<file path="src/rtl/pw_pkg.sv">
package pw_pkg;

  typedef enum logic [2:0] {
    K_FAULT,
    K_TABLE,
    K_SECT,
    K_LARGE,
    K_SMALL
  } pw_kind_e;

  typedef enum logic [2:0] {
    S_IDLE,
    S_L1_RD,
    S_L1_WT,
    S_L2_RD,
    S_L2_WT,
    S_DONE
  } pw_state_e;

  localparam logic [1:0] SZ_SMALL = 2'd0;
  localparam logic [1:0] SZ_LARGE = 2'd1;
  localparam logic [1:0] SZ_SECT  = 2'd2;

endpackage

</file>
<file path="src/rtl/pw_entry_decode.sv">
module pw_entry_decode
  import pw_pkg::*;
#(
  parameter int LEVEL = 1
) (
  input  logic [1:0] tag,
  output pw_kind_e   kind
);

  generate
    if (LEVEL == 1) begin : g_first
      always_comb begin
        case (tag)
          2'b01:   kind = K_TABLE;
          2'b10:   kind = K_SECT;
          default: kind = K_FAULT;
        endcase
      end
    end else begin : g_second
      always_comb begin
        if (tag[1])             kind = K_SMALL;
        else if (tag[0])        kind = K_LARGE;
        else                    kind = K_FAULT;
      end
    end
  endgenerate

endmodule

</file>
<file path="src/rtl/pw_pa_compose.sv">
module pw_pa_compose
  import pw_pkg::*;
#(
  parameter int ADDR_W   = 32,
  parameter int L1_IDX_W = 12,
  parameter int L2_IDX_W = 8,
  parameter int LARGE_SH = 16
) (
  input  pw_kind_e                             kind,
  input  logic [ADDR_W-L1_IDX_W-L2_IDX_W-1+L1_IDX_W:0] hi_bits,
  input  logic [ADDR_W-L1_IDX_W-1:0]           va_low,
  output logic [ADDR_W-1:0]                    pa,
  output logic [1:0]                           size
);

  localparam int SECT_SH  = ADDR_W - L1_IDX_W;
  localparam int SMALL_SH = SECT_SH - L2_IDX_W;
  localparam int HI_W     = ADDR_W - SMALL_SH;

  always_comb begin
    pa   = '0;
    size = SZ_SMALL;
    case (kind)
      K_SECT: begin
        pa   = {hi_bits[HI_W-1 -: L1_IDX_W], va_low[SECT_SH-1:0]};
        size = SZ_SECT;
      end
      K_LARGE: begin
        pa   = {hi_bits[HI_W-1 -: ADDR_W-LARGE_SH], va_low[LARGE_SH-1:0]};
        size = SZ_LARGE;
      end
      K_SMALL: begin
        pa   = {hi_bits, va_low[SMALL_SH-1:0]};
        size = SZ_SMALL;
      end
      default: begin
        pa   = '0;
        size = SZ_SMALL;
      end
    endcase
  end

endmodule

</file>
<file path="src/rtl/page_walker.sv">
module page_walker
  import pw_pkg::*;
#(
  parameter int ADDR_W   = 32,
  parameter int L1_IDX_W = 12,
  parameter int L2_IDX_W = 8,
  parameter int LARGE_SH = 16
) (
  input  logic              clk,
  input  logic              rst,
  input  logic [ADDR_W-1:0] cfg_l1_base,
  input  logic              req_valid,
  output logic              req_ready,
  input  logic [ADDR_W-1:0] req_va,
  output logic              rsp_valid,
  input  logic              rsp_ready,
  output logic [ADDR_W-1:0] rsp_pa,
  output logic [1:0]        rsp_size,
  output logic              rsp_fault,
  output logic              rsp_fault_lvl,
  output logic [ADDR_W-1:0] rsp_va,
  output logic              mem_rd_valid,
  input  logic              mem_rd_ready,
  output logic [ADDR_W-1:0] mem_rd_addr,
  input  logic              mem_rsp_valid,
  input  logic [ADDR_W-1:0] mem_rsp_data
);

  localparam int SECT_SH  = ADDR_W - L1_IDX_W;
  localparam int SMALL_SH = SECT_SH - L2_IDX_W;
  localparam int L1_ALIGN = L1_IDX_W + 2;
  localparam int L2_ALIGN = L2_IDX_W + 2;

  pw_state_e         state;
  logic [ADDR_W-1:0] va_q;
  logic [ADDR_W-1:0] addr_q;
  pw_kind_e          kind_l1;
  pw_kind_e          kind_l2;
  pw_kind_e          kind_cur;
  logic [ADDR_W-1:0] comp_pa;
  logic [1:0]        comp_size;
  logic              unused_bits;

  assign unused_bits = ^{cfg_l1_base[L1_ALIGN-1:0], mem_rsp_data[L2_ALIGN-1:2]};

  pw_entry_decode #(.LEVEL(1)) u_dec_l1 (
    .tag  (mem_rsp_data[1:0]),
    .kind (kind_l1)
  );

  pw_entry_decode #(.LEVEL(2)) u_dec_l2 (
    .tag  (mem_rsp_data[1:0]),
    .kind (kind_l2)
  );

  assign kind_cur = (state == S_L1_WT) ? kind_l1 : kind_l2;

  pw_pa_compose #(
    .ADDR_W   (ADDR_W),
    .L1_IDX_W (L1_IDX_W),
    .L2_IDX_W (L2_IDX_W),
    .LARGE_SH (LARGE_SH)
  ) u_compose (
    .kind    (kind_cur),
    .hi_bits (mem_rsp_data[ADDR_W-1:SMALL_SH]),
    .va_low  (va_q[SECT_SH-1:0]),
    .pa      (comp_pa),
    .size    (comp_size)
  );

  assign req_ready    = (state == S_IDLE);
  assign rsp_valid    = (state == S_DONE);
  assign mem_rd_valid = (state == S_L1_RD) || (state == S_L2_RD);
  assign mem_rd_addr  = addr_q;

  always_ff @(posedge clk) begin
    if (rst) begin
      state         <= S_IDLE;
      va_q          <= '0;
      addr_q        <= '0;
      rsp_pa        <= '0;
      rsp_size      <= '0;
      rsp_fault     <= 1'b0;
      rsp_fault_lvl <= 1'b0;
      rsp_va        <= '0;
    end else begin
      case (state)
        S_IDLE: begin
          if (req_valid) begin
            va_q   <= req_va;
            addr_q <= {cfg_l1_base[ADDR_W-1:L1_ALIGN],
                       req_va[ADDR_W-1 -: L1_IDX_W], 2'b00};
            state  <= S_L1_RD;
          end
        end
        S_L1_RD: if (mem_rd_ready) state <= S_L1_WT;
        S_L1_WT: begin
          if (mem_rsp_valid) begin
            if (kind_l1 == K_TABLE) begin
              addr_q <= {mem_rsp_data[ADDR_W-1:L2_ALIGN],
                         va_q[SECT_SH-1 -: L2_IDX_W], 2'b00};
              state  <= S_L2_RD;
            end else begin
              rsp_fault     <= (kind_l1 == K_FAULT);
              rsp_fault_lvl <= 1'b0;
              rsp_pa        <= comp_pa;
              rsp_size      <= comp_size;
              rsp_va        <= va_q;
              state         <= S_DONE;
            end
          end
        end
        S_L2_RD: if (mem_rd_ready) state <= S_L2_WT;
        S_L2_WT: begin
          if (mem_rsp_valid) begin
            rsp_fault     <= (kind_l2 == K_FAULT);
            rsp_fault_lvl <= 1'b1;
            rsp_pa        <= comp_pa;
            rsp_size      <= comp_size;
            rsp_va        <= va_q;
            state         <= S_DONE;
          end
        end
        S_DONE:  if (rsp_ready) state <= S_IDLE;
        default: state <= S_IDLE;
      endcase
    end
  end

  // the response holds while it is stalled
  p_rsp_hold_r8: assert property (@(posedge clk) disable iff (rst)
    rsp_valid && !rsp_ready |=> rsp_valid && $stable(rsp_pa) && $stable(rsp_size)
      && $stable(rsp_fault) && $stable(rsp_fault_lvl) && $stable(rsp_va));

  // one read in flight, so a taken read is not followed by another at once
  p_one_read_r9: assert property (@(posedge clk) disable iff (rst)
    mem_rd_valid && mem_rd_ready |=> !mem_rd_valid);

  // an idle walker has neither a response nor a read pending
  p_idle_quiet_r9: assert property (@(posedge clk) disable iff (rst)
    req_ready |-> !rsp_valid && !mem_rd_valid);

  // a fault carries a zero address and zero size
  p_fault_zero_r10: assert property (@(posedge clk) disable iff (rst)
    rsp_valid && rsp_fault |-> rsp_pa == '0 && rsp_size == 2'd0);

  // the first read after acceptance is indexed by the top address bits
  p_l1_index_r1: assert property (@(posedge clk) disable iff (rst)
    !$past(rst) && $past(req_valid && req_ready) |->
      mem_rd_valid && mem_rd_addr[L1_ALIGN-1:2] == $past(req_va[ADDR_W-1 -: L1_IDX_W]));

endmodule

</file>
<file path="config.mk">
export PLATFORM = sky130hd
export DESIGN_NAME = page_walker
export DESIGN_NICKNAME = d
export VERILOG_FILES = /design/src/rtl/pw_pkg.sv /design/src/rtl/pw_entry_decode.sv /design/src/rtl/pw_pa_compose.sv /design/src/rtl/page_walker.sv
export SDC_FILE = /design/constraint.sdc
export NUM_CORES = 1
export LEC_CHECK = 0
export BUFFER_PORTS_ARGS = -buffer_cell sky130_fd_sc_hd__buf_2
export CAP_MARGIN = 0
export CORE_MARGIN = 5
export CORE_UTILIZATION = 30
export DETAILED_ROUTE_END_ITERATION = 8
export GPL_TIMING_DRIVEN = 0
export HOLD_SLACK_MARGIN = 0.15
export MAX_ROUTING_LAYER = met4
export SYNTH_ARGS = -nofsm -noshare
export SYNTH_HDL_FRONTEND = slang
export SYNTH_SLANG_ARGS = --single-unit
</file>
<file path="constraint.sdc">
create_clock -name clk -period 2.4 [get_ports clk]
set_input_delay 0.48 -clock clk [delete_from_list [all_inputs] [get_ports clk]]
set_output_delay 0.48 -clock clk [all_outputs]
set_load 0.01 [all_outputs]
</file>
# --- Word level (Yosys, flattened, before mapping) ---
# Cells that the tools add are included.
word_totals:
  input_bits: 102
  out_inout_bits: 103
  wordCells: 75
  register_bits: 135
classes:
  n_mux: 38
  reduce_logical: 10
  eq_ne: 19
op_table:
  columns: ["operator", "count"]
  rows:
  - ["2-to-1 mux 32 bit", 9]
  - ["one-hot mux 32 bit (2 select lines)", 3]
  - ["one-hot mux 32 bit (3 select lines)", 1]
  - ["2-to-1 mux 3 bit", 9]
  - ["one-hot mux 3 bit (6 select lines)", 1]
  - ["== test 3 x 2 -> 1 bit (second input constant)", 4]
  - ["inequality test 2 bit (second input constant)", 6]
  - ["one-hot mux 2 bit (2 select lines)", 3]
  - ["== test 3 bit (second input constant)", 3]
  - ["zero test 3 bit", 3]
  - ["2-to-1 mux 2 bit", 4]
  - ["AND reduction 4 bit", 2]
  - ["== test 3 x 1 -> 1 bit (second input constant)", 2]
  - ["2-to-1 mux 1 bit", 6]
  - ["AND reduction 6 bit", 1]
  - ["inequality test 2 x 1 -> 1 bit (second input constant)", 2]
  - ["one-hot mux 1 bit (2 select lines)", 2]
  - ["nonzero test 2 bit", 2]
  - ["== test 2 x 1 -> 1 bit (second input constant)", 1]
  - ["== test 2 bit (second input constant)", 1]
  - ["AND reduction 2 bit", 1]
  - ["logical OR 1 bit", 1]

# --- Depth between registers and ports, before layout ---
# Gate-level depths: netlist (run 1).
depth:
  word_depth: 8
  ltp_mapped: 8
  depth_no_buf: 6

# --- Modules after synthesis ---
# From an unflattened synthesis (run 1), not the netlist that was laid out.
hier_totals:
  hier_cells: 680
  area_unflattened_um2: 6399.9
modules_own_cells:
  columns: ["mod", "seq_area_each_um2", "area_each_um2", "cells_each", "instances"]
  rows:
  - ["page_walker", 2662.6, 5844.4, 620, 1]
  - ["pw_pa_compose", 0.0, 500.5, 53, 1]
  - ["pw_entry_decode (u_dec_l2)", 0.0, 28.8, 3, 1]
  - ["pw_entry_decode (u_dec_l1)", 0.0, 26.3, 4, 1]

# --- Worst setup path before layout (run 1) ---
# No wires, ideal clock.
synth_path:
  kind: "input port to flip-flop"
  startpoint: "input mem_rsp_data[1]"
  endpoint: "register rsp_pa[10]"
  n_path_buf: 1
  required_ns: 2.341
  setup_time_ns: 0.059
  arrival_time_ns: 1.922
  cell_stages: 7
  setup_slack_ns: 0.419
  cell_sequence: "inv_1 -> ha_1 -> nor2b_1 -> nand3_1 -> a311oi_4 -> buf_6 -> a22o_1"
synth_between:
  elab_chain_cells: 8
  word_cells_on_any_way: 16
  cone_classes: "eq/ne (7); mux (8); reduce/logical (1)"
synth_lines:
  columns: ["element", "line", "source"]
  rows:
  - ["start: declaration", "page_walker.sv:26", "input logic [ADDR_W-1:0] mem_rsp_data"]
  - ["== test 2 bit or == test 2 x 1 -> 1 bit (tied branches)", "pw_entry_decode.sv:13", "case (tag)"]
  - ["one-hot mux 2 bit (2 select lines)", "pw_entry_decode.sv:13", null]
  - ["2-to-1 mux 3 bit", "page_walker.sv:56", "assign kind_cur = (state == S_L1_WT) ? kind_l1 : kind_l2;"]
  - ["== test 3 bit or == test 3 x 2 -> 1 bit (tied branches)", "pw_pa_compose.sv:23", "case (kind)"]
  - ["one-hot mux 32 bit (3 select lines)", "pw_pa_compose.sv:23", null]
  - ["2-to-1 mux 32 bit", "page_walker.sv:99", "if (kind_l1 == K_TABLE) begin"]
  - ["2-to-1 mux 32 bit", "page_walker.sv:98", "if (mem_rsp_valid) begin"]
  - ["one-hot mux 32 bit (2 select lines)", "page_walker.sv:87", "case (state)"]
  - ["end signal: assignment", "page_walker.sv:106", "rsp_pa <= comp_pa;"]
  - ["end signal: assignment", "page_walker.sv:118", "rsp_pa <= comp_pa;"]
  - ["end: declaration", "page_walker.sv:17", "output logic [ADDR_W-1:0] rsp_pa,"]
# Parallel ways exist; a longest one is shown, timed or not. The select of a mux whose other input is x is not followed.
# A chain may end at the register's enable or synchronous reset.

# --- Final worst setup path (run 1) ---
layout_path:
  startpoint: "input mem_rsp_data[1]"
  endpoint: "register rsp_pa[7]"
# The elaborated chain is that of the path after synthesis.

==> metrics.md, run 1 <==
| Metric | Value |
|---|---|
| Met2 wire length | `8.09 mm` |
| Post-synth cell types | `43` |
| Number of DRC markers in iteration 0 | `314` |
| Vias in the first global route | `4,927` |
| Critical-path top delay cell | `a311oi_4` |
| Met3 Wirelength | `around 1.3 mm` |
| Core area | `0.0178 mm^2` |
| CP Class | `in2reg` |
| Die span in x | `144 um` |
| TritonCTS clock tree | `done` |
| Deepest clock path buffer count | `2` |
| Cells along the critical path | `buf_2, inv_1, ha_1, nor2b_1, nand3_1, a311oi_4, buf_6, a22o_1` |
| Overall power | `5900 uW` |
| Crit-path max FO | `10` |
| Num rows | `49` |
| H-tree depth | `4` |
| Avg Synthesized Cell Area | `8.67 um^2` |
| Crit path largest cell delay | `about 0.56 ns` |
| Hold Slack | `0.287 ns` |
| Max rail drop VDD | `around 0.46 mV` |
| Top Layer Used | `met4` |
| WL final | `18.1 mm` |
| Max Slew Vio Count | `0` |
| Antenna violations before repair | `0` |
| Yosys Warn Count | `0` |
| Hold buffer count at cts | `0` |
| Die span in y | `144 um` |
| Area fraction in compound gates after synthesis | `between 20 and 25%` |
| Final hold vios | `0` |
| Clock root buffer | `clkbuf_16` |
| Vias per cell | `4.81` |
| Crit path capture type | `flip-flop` |
| Placer Congestion | `0.851` |
| Setup violations, final | `0` |
| P_leak | `~0.0031 uW` |
| Pin count of the biggest net entering global routing | `17` |
| Worst R2R Start | `state[2]` |
| Worst-path clk slew | `0.06 ns` |
| Flops & latches, synth | `roughly 130` |
| Worst EP arrival | `2.47 ns` |
| Layout area overhead | `32.8%` |
| Drt wl/cell | `~17 um` |
| RSZ-0062 raised after global routing | `no` |
| GR Overflow Total | `0` |
| Min Tclk post-route | `between 2 and 2.5 ns` |
| Maximum clock frequency | `roughly 0.48 GHz` |
| Post-synthesis cell count | `620` |
| Routed Antenna Nets | `0` |
| Outcome | `complete, no violations` |
| Total CTS buffers | `17` |
| Largest family of logic cells by synthesized area | `compound AO/OA/AOI/OAI gates` |
| Register area share after synthesis | `about half` |
| Critical path origin | `mem_rsp_data[1]` |
| Pre-CTS WS | `-0.125 ns` |
| WP data required | `2.76 ns` |
| CTS sink count | `approximately 130` |
| Max cap viols | `0` |
| Fill cells | `around 1,900` |
| IO Count | `between 200 and 250` |
| Clock latency on the worst-skew pair | `0.42 ns` |
| Adder-Cell Fraction of Synth Area | `0.931%` |
| Hold WC Path Type | `in2reg` |
| Simple-Gate Fraction of Synth Area | `21.4%` |
| Nets@finish | `926` |
| Number of port buffers | `between 150 and 200` |
| Final period util | `87.7%` |
| Asr flop ratio synth | `0%` |
| FF-to-FF path depth | `6` |
| Worst slew pin tran | `0.712 ns` |
| GRT Util Overall | `17.8%` |
| Placed wire-length estimate | `13.6 mm` |
| Number of synthesized flops with an enable pin | `0` |
| WL met1 | `8.44 mm` |
| Vias | `between 5,000 and 6,000` |
| Layout cells sized above 1 | `between 30% and 40%` |
| DR pass1 iterations | `5` |
| Mux contribution to synthesized area | `less than 1%` |
| PwrDens | `827 mW/mm^2` |
| XOR/XNOR Fraction of Synth Area | `0%` |
| FF-to-FF setup slack | `0.36 ns` |
| Reg2reg end | `mem_rd_addr[23]` |
| Slew HR | `52.5%` |
| CP Launch Type | `primary input` |
| DRC | `0` |
| PnR worst setup slack | `0.295 ns` |
| Starting Density | `30.2%` |
| # resized after CTS | `0` |
| Main synth FF type | `dfxtp_1` |
| Crit path capture | `rsp_pa[7]` |
| Die area | `0.0207 mm^2` |
| First-pass GRT wire length | `27.4 mm` |
| Synthesized cell area | `0.00537 mm^2` |
| Total inserted antenna cells | `0` |
| Final Skew | `0.00824 ns` |
| Number of post-CTS setup repair buffers | `0` |
## metal layers
metal | GRT usage (%) | vias to the layer above
met3 | 4.13 | 22
met5 | - | -
met4 | 6.00 | 0
met2 | 26.6 | 171
met1 | 23.7 | 2374
li1 | - | 2540
## worst min-delay path by stage
| stage | depth (start not counted) | from | slack (ns) | end |
|---|---|---|---|---|
| after global placement | 2 | rsp_size[1] | 0.44 | rsp_size[1] |
| after detailed placement | 2 | rsp_size[0] | 0.44 | rsp_size[0] |
| after floorplan | 2 | va_q[20] | 0.43 | rsp_va[20] |
| after CTS | 2 | mem_rsp_data[21] | 0.27 | rsp_pa[21] |
| final | 2 | mem_rsp_data[21] | 0.29 | rsp_pa[21] |
| after global routing | 2 | mem_rsp_data[22] | 0.28 | rsp_pa[22] |
## through the flow
step | TNS, ns | area (um^2) | utilization [%] | cells
final | 0 | 7140 | 40.1 | 1061
after global routing | 0 | 7140 | 40.1 | 1061
after CTS | 0 | 7140 | 40.1 | 1061
after detailed placement | -4.25 | 6570 | 36.9 | 1030
after global placement | -4.43 | 6570 | 36.9 | 1030
after floorplan | 0 | 5380 | - | 621
## registers in the layout, indices dropped and copies added (netlist names)
| signal | flops |
|---|---|
| rsp_size | 2 |
| va_q | 32 |
| rsp_pa | 32 |
| state | 3 |
| mem_rd_addr | 30 |
| rsp_va | 32 |
| rsp_fault | 1 |
| rsp_fault_lvl | 1 |
## placed cells by master (no fill, tap or decap), drive strengths merged, types with 3 or more instances in the layout
cell type	synthesis	final
a21oi	70	70
a22o	36	36
a311oi	31	31
buf	20	200
clkbuf	31	51
clkinv	0	5
clkinvlp	0	5
dfxtp	133	133
ha	4	4
inv	3	3
nand2	196	196
nand3	13	13
nand3b	4	4
nor2	39	39
nor2b	3	3
nor3	4	4
nor3b	3	3
o211ai	7	7
or3b	3	3
## where the power goes
| part | leakage [uW] | total, uW | internal [uW] | switching [uW] |
|---|---|---|---|---|
| Clock | 0.000266 | 2510 | 1500 | 1010 |
| Combinational | 0.00171 | 943 | 364 | 579 |
| Sequential | 0.00108 | 2450 | 2360 | 97.2 |
| Total | 0.00306 | 5900 | 4220 | 1680 |
## worst max-delay path, delay by kind of cell
| kind | cells | cell delay [ns] |
|---|---|---|
| AO/OA/AOI/OAI | 2 | 0.70 |
| AND/OR/NAND/NOR | 2 | 0.58 |
| buffers and inverters | 3 | 0.50 |
| adder cells (fa/ha/maj) | 1 | 0.21 |
## logic make-up (layout without fill, tap and decap cells)
group / Yosys count / in the layout
other cells: 1 / 2
fa+ha+maj: 4 / 4
flops: 133 / 133
mux: 1 / 1
simple gates: 272 / 272
compound gates: 155 / 155
buf+inv: 54 / 265
## Yosys cell counts (4+ instances only)
cell type | n | area, um^2
a22o_1 | 36 | 315
nor2_1 | 39 | 146
clkbuf_1 | 31 | 116
dfxtp_1 | 133 | 2660
a311oi_2 | 18 | 270
ha_1 | 4 | 50.1
nand3b_1 | 4 | 30.0
a21oi_1 | 70 | 350
buf_6 | 5 | 56.3
nand2_1 | 196 | 736
nor3_1 | 4 | 20.0
nand3_1 | 13 | 65.1
a311oi_1 | 12 | 105
buf_2 | 10 | 50.1
o211ai_1 | 7 | 52.6
buf_4 | 4 | 30.0
## layout make-up
type	count	area [um^2]	area share [%]
Inverter	3	11.3	0.158
Clock buffer	20	467	6.54
Clock inverter	11	104	1.46
Sequential cell	133	2660	37.3
Timing Repair Buffer	180	901	12.6
Multi-Input combinational cell	434	2450	34.3
Tap cell	229	287	4.02
Buffer	51	256	3.59
(Power assumes the default switching activity.)
==> inputs of run 2 (changes only) <==
CORE_UTILIZATION = 25   (was 30)
clock period = 2.6 ns   (was 2.4 ns; I/O delays follow)
==> metrics.md, run 2 (synthesized netlist as in run 1, its figures left out) <==
| Metric | Value |
|---|---|
| Final Skew | `0.0119 ns (+0.00369 ns)` |
| Max cap viols | `0 (unchanged)` |
| Commonest non-fill, non-tap cell in the layout | `nand2_1` |
| Number of DRC markers in iteration 0 | `223 (-29%)` |
| Core area | `0.0211 mm^2 (+19%)` |
| DRC | `0 (unchanged)` |
| # resized after CTS | `0 (unchanged)` |
| Hold WC Path Type | `in2reg` |
| Die span in y | `157 um (+8.9%)` |
| Nets@finish | `926 (unchanged)` |
| Die area | `0.0245 mm^2 (+19%)` |
| Min Tclk post-route | `2.20 ns` |
| P_int | `3870 uW (-8.2%)` |
| Num rows | `53 (+8.2%)` |
| Fill cells | `2,289 (+23%)` |
| Setup tns final | `0 ns (unchanged)` |
| Die span in x | `157 um (+8.9%)` |
| PnR worst setup slack | `0.403 ns (+0.108 ns)` |
| Layout area overhead | `34.3%` |
| Reg2reg end | `rsp_va[1]` |
| Worst slew pin tran | `0.760 ns (+0.0480 ns)` |
| Hold buffer count at cts | `0 (unchanged)` |
| PwrDens | `768 mW/mm^2 (-7.1%)` |
| Hold Slack | `0.331 ns (+0.0442 ns)` |
| DR pass1 iterations | `4 (-1)` |
| Placed Area | `0.00662 mm^2 (+0.88%)` |
| Number of port buffers | `180 (unchanged)` |
| Number of post-CTS setup repair buffers | `0 (unchanged)` |
| WL final | `19.0 mm (+5.5%)` |
| Vias in the first global route | `4,964 (+0.75%)` |
| RSZ-0062 raised after global routing | `no` |
| Crit path capture type | `flip-flop` |
| Hold path start | `req_va[10]` |
| Setup violations, final | `0 (unchanged)` |
| Worst-path clk slew | `0.07 ns (about the same)` |
| Buf/Inv on CP | `3 (unchanged)` |
| Worst R2R Start | `state[1]` |
| Delay-heaviest family, CP | `buffers and inverters` |
| Part of the power in registers | `40.8% (-0.8 points)` |
| Pre-CTS WS | `-0.0940 ns (+0.0308 ns)` |
| Clock root buffer | `clkbuf_16` |
| H-tree depth | `4 (unchanged)` |
| Max rail drop VDD | `0.371 mV (-19%)` |
| Vias per cell | `4.59 (-4.6%)` |
| Drt wl/cell | `17.1 um (+0.72%)` |
| Antenna violations before repair | `3 (+3)` |
| Clock latency on the worst-skew pair | `0.42 ns (about the same)` |
| CTS sink count | `133 (unchanged)` |
| Commonest cells after routing, fill and taps aside | `196 x nand2_1, 190 x buf_2, 133 x dfxtp_1, 70 x a21oi_1, 39 x nor2_1` |
| Worst EP arrival | `2.55 ns (+0.08 ns)` |
| Outcome | `complete, no violations` |
| Reg area | `0.00266 mm^2 (unchanged)` |
| Final hold vios | `0 (unchanged)` |
| Crit path largest cell delay | `0.58 ns (+0.02 ns)` |
| Crit-path max FO | `10 (unchanged)` |
| Slew HR | `49.3% (-3.2 points)` |
| Worst Hold Path EP | `va_q[10]` |
| First-pass GRT wire length | `28.3 mm (+3.2%)` |
| Layout cells sized above 1 | `31.2% (+0.083 points)` |
| P_leak | `0.00308 uW (+0.40%)` |
| Pin count of the biggest net entering global routing | `17 (unchanged)` |
| Max Slew Vio Count | `0 (unchanged)` |
| WP data required | `2.95 ns (+0.19 ns)` |
| Overall power | `5550 uW (-6.0%)` |
| Sw Ratio | `30.2% (+1.7 points)` |
| Placed wire-length estimate | `14.5 mm (+6.7%)` |
| Net Switching | `1670 uW (-0.53%)` |
| Deepest clock path buffer count | `2 (unchanged)` |
| GRT Util Overall | `15.5% (-2.3 points)` |
| Total CTS buffers | `17 (unchanged)` |
| Final Instance Area | `0.00722 mm^2 (+1.2%)` |
| Final period util | `between 80% and 90%` |
| GR Overflow Total | `0 (unchanged)` |
| TritonCTS clock tree | `done` |
| Hold path depth | `3 (+1)` |
| Critical-path top delay cell | `o21bai_2` |
| Logic pwr share | `15.9% (about the same)` |
| FF-to-FF setup slack | `0.50 ns (+0.14 ns)` |
| Cells along the critical path | `buf_2, inv_1, ha_1, nor3b_2, o21bai_2, clkbuf_1, nand2_1, a21oi_1` |
| Maximum clock frequency | `0.455 GHz` |
| FF-to-FF path depth | `6 (unchanged)` |
| Starting Density | `25.5% (-4.7 points)` |
| IO Count | `205 (unchanged)` |
| Routed Antenna Nets | `0 (unchanged)` |
| Area occupied by multi-input gates | `0.00245 mm^2 (unchanged)` |
| Vias | `5,104 (-0.059%)` |
| Clock power share | `43.4% (+1.0 points)` |
| Largest registers | `rsp_pa: 32 flops, rsp_va: 32 flops, va_q: 32 flops` |
| CP Class | `in2reg` |
| Placer Congestion | `0.863 (+1.4%)` |
| CP Launch Type | `primary input` |
-- run 2: cell types whose count changed in the layout (fill, tap and decap cells not counted), sizes merged --
| cell | delta |
|---|---|
| clkinv | -4 |
| diode | +3 |
| clkinvlp | -1 |
| clkbuf | -3 |
| inv | +9 |
-- run 2: worst max path at each step --
| stage | from | to | slack, ns | cells past startpoint |
|---|---|---|---|---|
| after floorplan | mem_rsp_data[1] | rsp_pa[10] | 0.58 | 7 |
| after detailed placement | mem_rsp_data[1] | rsp_va[1] | -0.09 | 8 |
| after global placement | mem_rsp_data[1] | rsp_va[8] | -0.06 | 8 |
| after CTS | mem_rsp_data[1] | rsp_va[1] | 0.35 | 8 |
| after global routing | mem_rsp_data[1] | rsp_va[13] | 0.24 | 8 |
| final | mem_rsp_data[1] | rsp_va[1] | 0.40 | 8 |
-- run 2: metal layers --
layer | up-vias | routed length (um) | track usage [%]
li1 | 2553 | - | -
met1 | 2375 | 8650 | 19.5
met2 | 155 | 8810 | 24.0
met3 | 21 | 1160 | 3.90
met4 | 0 | 429 | 6.28
met5 | - | 0 | -
-- run 2: worst reg2reg max path, stage by stage, from the launching register on --
cell,delay (ns)
dfxtp_1,0.31
buf_4,0.17
nor3b_2,0.17
o21bai_2,0.58
clkbuf_1,0.52
nand2_1,0.12
a21oi_1,0.17
-- run 2: power groups by stage --
stage | registers, uW | logic [uW] | clock network (uW)
global placement | 2310 | 883 | 0
detailed placement | 2310 | 893 | 0
CTS | 2260 | 896 | 2470
global route | 2280 | 970 | 2560
finish | 2260 | 879 | 2410
floorplan | 2320 | 518 | 0
-- run 2: final cells by class --
type	count	area share, %
flip-flops and latches	133	36.9
well taps	275	4.77
diodes	3	0.104
clock inverters	15	2.25
inverters	3	0.156
clock buffers	17	5.89
repair buffers	180	12.5
plain buffers	51	3.55
multi-input cells	434	33.9
-- run 2: per-stage QoR --
stage | cells | utilization (%)
finish | 1111 | 34.2
global route | 1111 | 34.2
CTS | 1108 | 34.2
detailed placement | 1076 | 31.4
global placement | 1076 | 31.4
floorplan | 621 | -
==> inputs of run 3 (changes only) <==
ABC_AREA = 1   (was not set)
clock period = 2 ns   (was 2.6 ns; I/O delays follow)
==> metrics.md, run 3 <==
| Metric | Value |
|---|---|
| GR Overflow Total | `0 (unchanged)` |
| Final hold vios | `0 (unchanged)` |
| Clock power share | `34.0% (-9.4 points)` |
| Worst EP arrival | `1.50 ns (-1.05 ns)` |
| Die span in x | `155 um (-0.77%)` |
| Setup violations, final | `0 (unchanged)` |
| CTS sink count | `133 (unchanged)` |
| RSZ-0062 raised after global routing | `no` |
| Hold WC Path Type | `in2reg` |
| TritonCTS clock tree | `done` |
| Core area | `0.0209 mm^2 (-0.94%)` |
| Vias in the first global route | `5,230 (+5.4%)` |
| Die span in y | `155 um (-0.77%)` |
| Starting Density | `25.3% (-0.18 points)` |
| Net Switching | `3730 uW (+120%)` |
| Final period util | `95.1%` |
| Top cells by count, synth | `157 x nand2_1, 133 x dfxtp_1, 91 x a21oi_1, 71 x o21ai_0, 51 x nand3_1` |
| Outcome | `complete, no violations` |
| Clock latency on the worst-skew pair | `0.42 ns (about the same)` |
| Most frequent cell after synthesis | `nand2_1` |
| Max cap viols | `0 (unchanged)` |
| Worst-path clk slew | `0.06 ns (about the same)` |
| IO Count | `205 (unchanged)` |
| Clock root buffer | `clkbuf_16` |
| Placer Congestion | `0.835 (-3.2%)` |
| Number of port buffers | `178 (-1.1%)` |
| CP Launch Type | `flip-flop` |
| Post-synthesis cell count | `688 (+11%)` |
| Pre-CTS WS | `-0.263 ns (-0.169 ns)` |
| Slew HR | `60.6% (+11 points)` |
| Setup tns final | `0 ns (unchanged)` |
| Commonest cells after routing, fill and taps aside | `191 x buf_2, 157 x nand2_1, 133 x dfxtp_1, 91 x a21oi_1, 70 x o21ai_0` |
| Area occupied by multi-input gates | `0.00226 mm^2 (-7.5%)` |
| Vias | `5,348 (+4.8%)` |
| GRT Util Overall | `16.4% (+0.83 points)` |
| Max Slew Vio Count | `0 (unchanged)` |
| WP data required | `1.60 ns (-1.35 ns)` |
| Commonest non-fill, non-tap cell in the layout | `buf_2` |
| DR pass1 iterations | `4 (unchanged)` |
| DRC | `0 (unchanged)` |
| Post-synth cell types | `28 (-35%)` |
| Logic pwr share | `31.7% (+16 points)` |
| Maximum clock frequency | `0.526 GHz` |
| Fill cells | `2,275 (-0.61%)` |
| First-pass GRT wire length | `29.6 mm (+4.4%)` |
| Die area | `0.0242 mm^2 (-1.5%)` |
| Vias per cell | `4.54 (-1.1%)` |
| P_int | `6710 uW (+73%)` |
| Drt wl/cell | `16.6 um (-3.1%)` |
| Total CTS buffers | `17 (unchanged)` |
| Min Tclk post-route | `approximately 1.9 ns` |
| WL final | `19.6 mm (+2.7%)` |
| P_leak | `0.00321 uW (+4.2%)` |
| Yosys Warn Count | `0 (unchanged)` |
| Part of the power in registers | `34.3% (-6.5 points)` |
| Synthesized cell area | `0.00529 mm^2 (-1.6%)` |
| PnR worst setup slack | `0.0976 ns (-0.306 ns)` |
| Pin count of the biggest net entering global routing | `17 (unchanged)` |
| Nets@finish | `993 (+7.2%)` |
| Asr flop ratio synth | `0% (unchanged)` |
| Number of DRC markers in iteration 0 | `239 (+7.2%)` |
| Num rows | `53 (unchanged)` |
| Antenna violations before repair | `1 (-2)` |
| Deepest clock path buffer count | `2 (unchanged)` |
| Avg Synthesized Cell Area | `7.68 um^2 (-11%)` |
| Crit path capture type | `primary output` |
| H-tree depth | `4 (unchanged)` |
| Max rail drop VDD | `0.540 mV (+46%)` |
| Largest registers | `rsp_pa: 32 flops, rsp_va: 32 flops, va_q: 32 flops` |
| Synth top area cells | `dfxtp_1 50%, nand2_1 11%, a21oi_1 8.6%` |
| Cell taking the most area after synthesis | `dfxtp_1` |
| Flops & latches, synth | `133 (unchanged)` |
| Reg area | `0.00266 mm^2 (unchanged)` |
| Number of synthesized flops with an enable pin | `0 (unchanged)` |
| CP Class | `reg2out` |
| Synth top area share | `50.4% (+0.82 points)` |
| Layout area overhead | `36.8%` |
| Sw Ratio | `35.8% (+5.6 points)` |
| Placed wire-length estimate | `14.8 mm (+2.3%)` |
| Worst slew pin tran | `0.591 ns (-0.169 ns)` |
| Hold buffer count at cts | `0 (unchanged)` |
| Crit-path max FO | `10 (unchanged)` |
| PwrDens | `1440 mW/mm^2 (+88%)` |
| Routed Antenna Nets | `0 (unchanged)` |
| Register area share after synthesis | `50.4% (+0.82 points)` |
| Layout cells sized above 1 | `28.1% (-3.1 points)` |
| Final Skew | `0.0155 ns (+0.00359 ns)` |
| Main synth FF type | `dfxtp_1` |
-- run 3: cell type report --
type / instances / area share, %
plain buffers: 54 / 3.75
clock buffers: 20 / 6.04
well taps: 275 / 4.76
repair buffers: 179 / 12.5
clock inverters: 12 / 3.15
diodes: 2 / 0.0692
inverters: 32 / 1.66
flip-flops and latches: 133 / 36.8
multi-input cells: 470 / 31.3
-- run 3: repair_timing --
action                                  4_1_cts  5_1_grt
pin swaps                                     1        1
resized for setup                             3       17
cloned                                        0        0
setup buffers                                 1        0
endpoints found under the setup margin        1       55
-- run 3: worst paths after layout --
path / startpoint / end / slack, ns / cells after the start
worst max register to register: state[2] / rsp_pa[26] / 0.19 / 9
worst min-delay path: cfg_l1_base[23] / mem_rd_addr[23] / 0.25 / 3
worst max-delay path: state[1] / req_ready / 0.1 / 6
worst min register to register: va_q[31] / va_q[31] / 0.45 / 2
-- run 3: per-stage QoR --
stage	std cells	hold WS (ns)	util [%]	cell area (um^2)	total power [uW]
floorplan	689	0.430	-	5290	5550
global placement	1142	0.444	31.2	6530	6840
detailed placement	1142	0.446	31.2	6530	6860
CTS	1175	0.232	34.5	7210	10500
global route	1176	0.243	34.6	7230	11100
finish	1177	0.247	34.6	7230	10400
-- run 3: critical path, cell delays in order (launching register included) --
cell      delay (ns)
dfxtp_1         0.29
buf_2           0.16
inv_2           0.07
nand2_1         0.09
nor2_4          0.16
clkbuf_8        0.18
buf_2           0.13
-- run 3: power groups by stage --
stage / clock network, uW / logic [uW] / registers [uW]
2_1_floorplan: 0 / 1810 / 3740
3_3_place_gp: 0 / 3220 / 3620
3_5_place_dp: 0 / 3230 / 3630
4_1_cts: 3630 / 3320 / 3580
5_1_grt: 3760 / 3710 / 3650
6_report: 3550 / 3310 / 3580
-- run 3: logic make-up after synthesis --
kind of cell	after synthesis	share of synthesized area [%]
AOI/OAI and AO/OA	203	20.0
adders and majority gates	4	0.947
buffers and inverters	86	7.03
DFF	133	50.4
other	1	0.0709
and+or+nand+nor	261	21.6
-- run 3: layer usage --
metal / routed length [um] / vias to the layer above / track usage [%]
li1: - / 2722 / -
met1: 8700 / 2439 / 20.3
met2: 9040 / 169 / 25.4
met3: 1430 / 18 / 4.51
met4: 391 / 0 / 6.13
met5: 0 / - / -
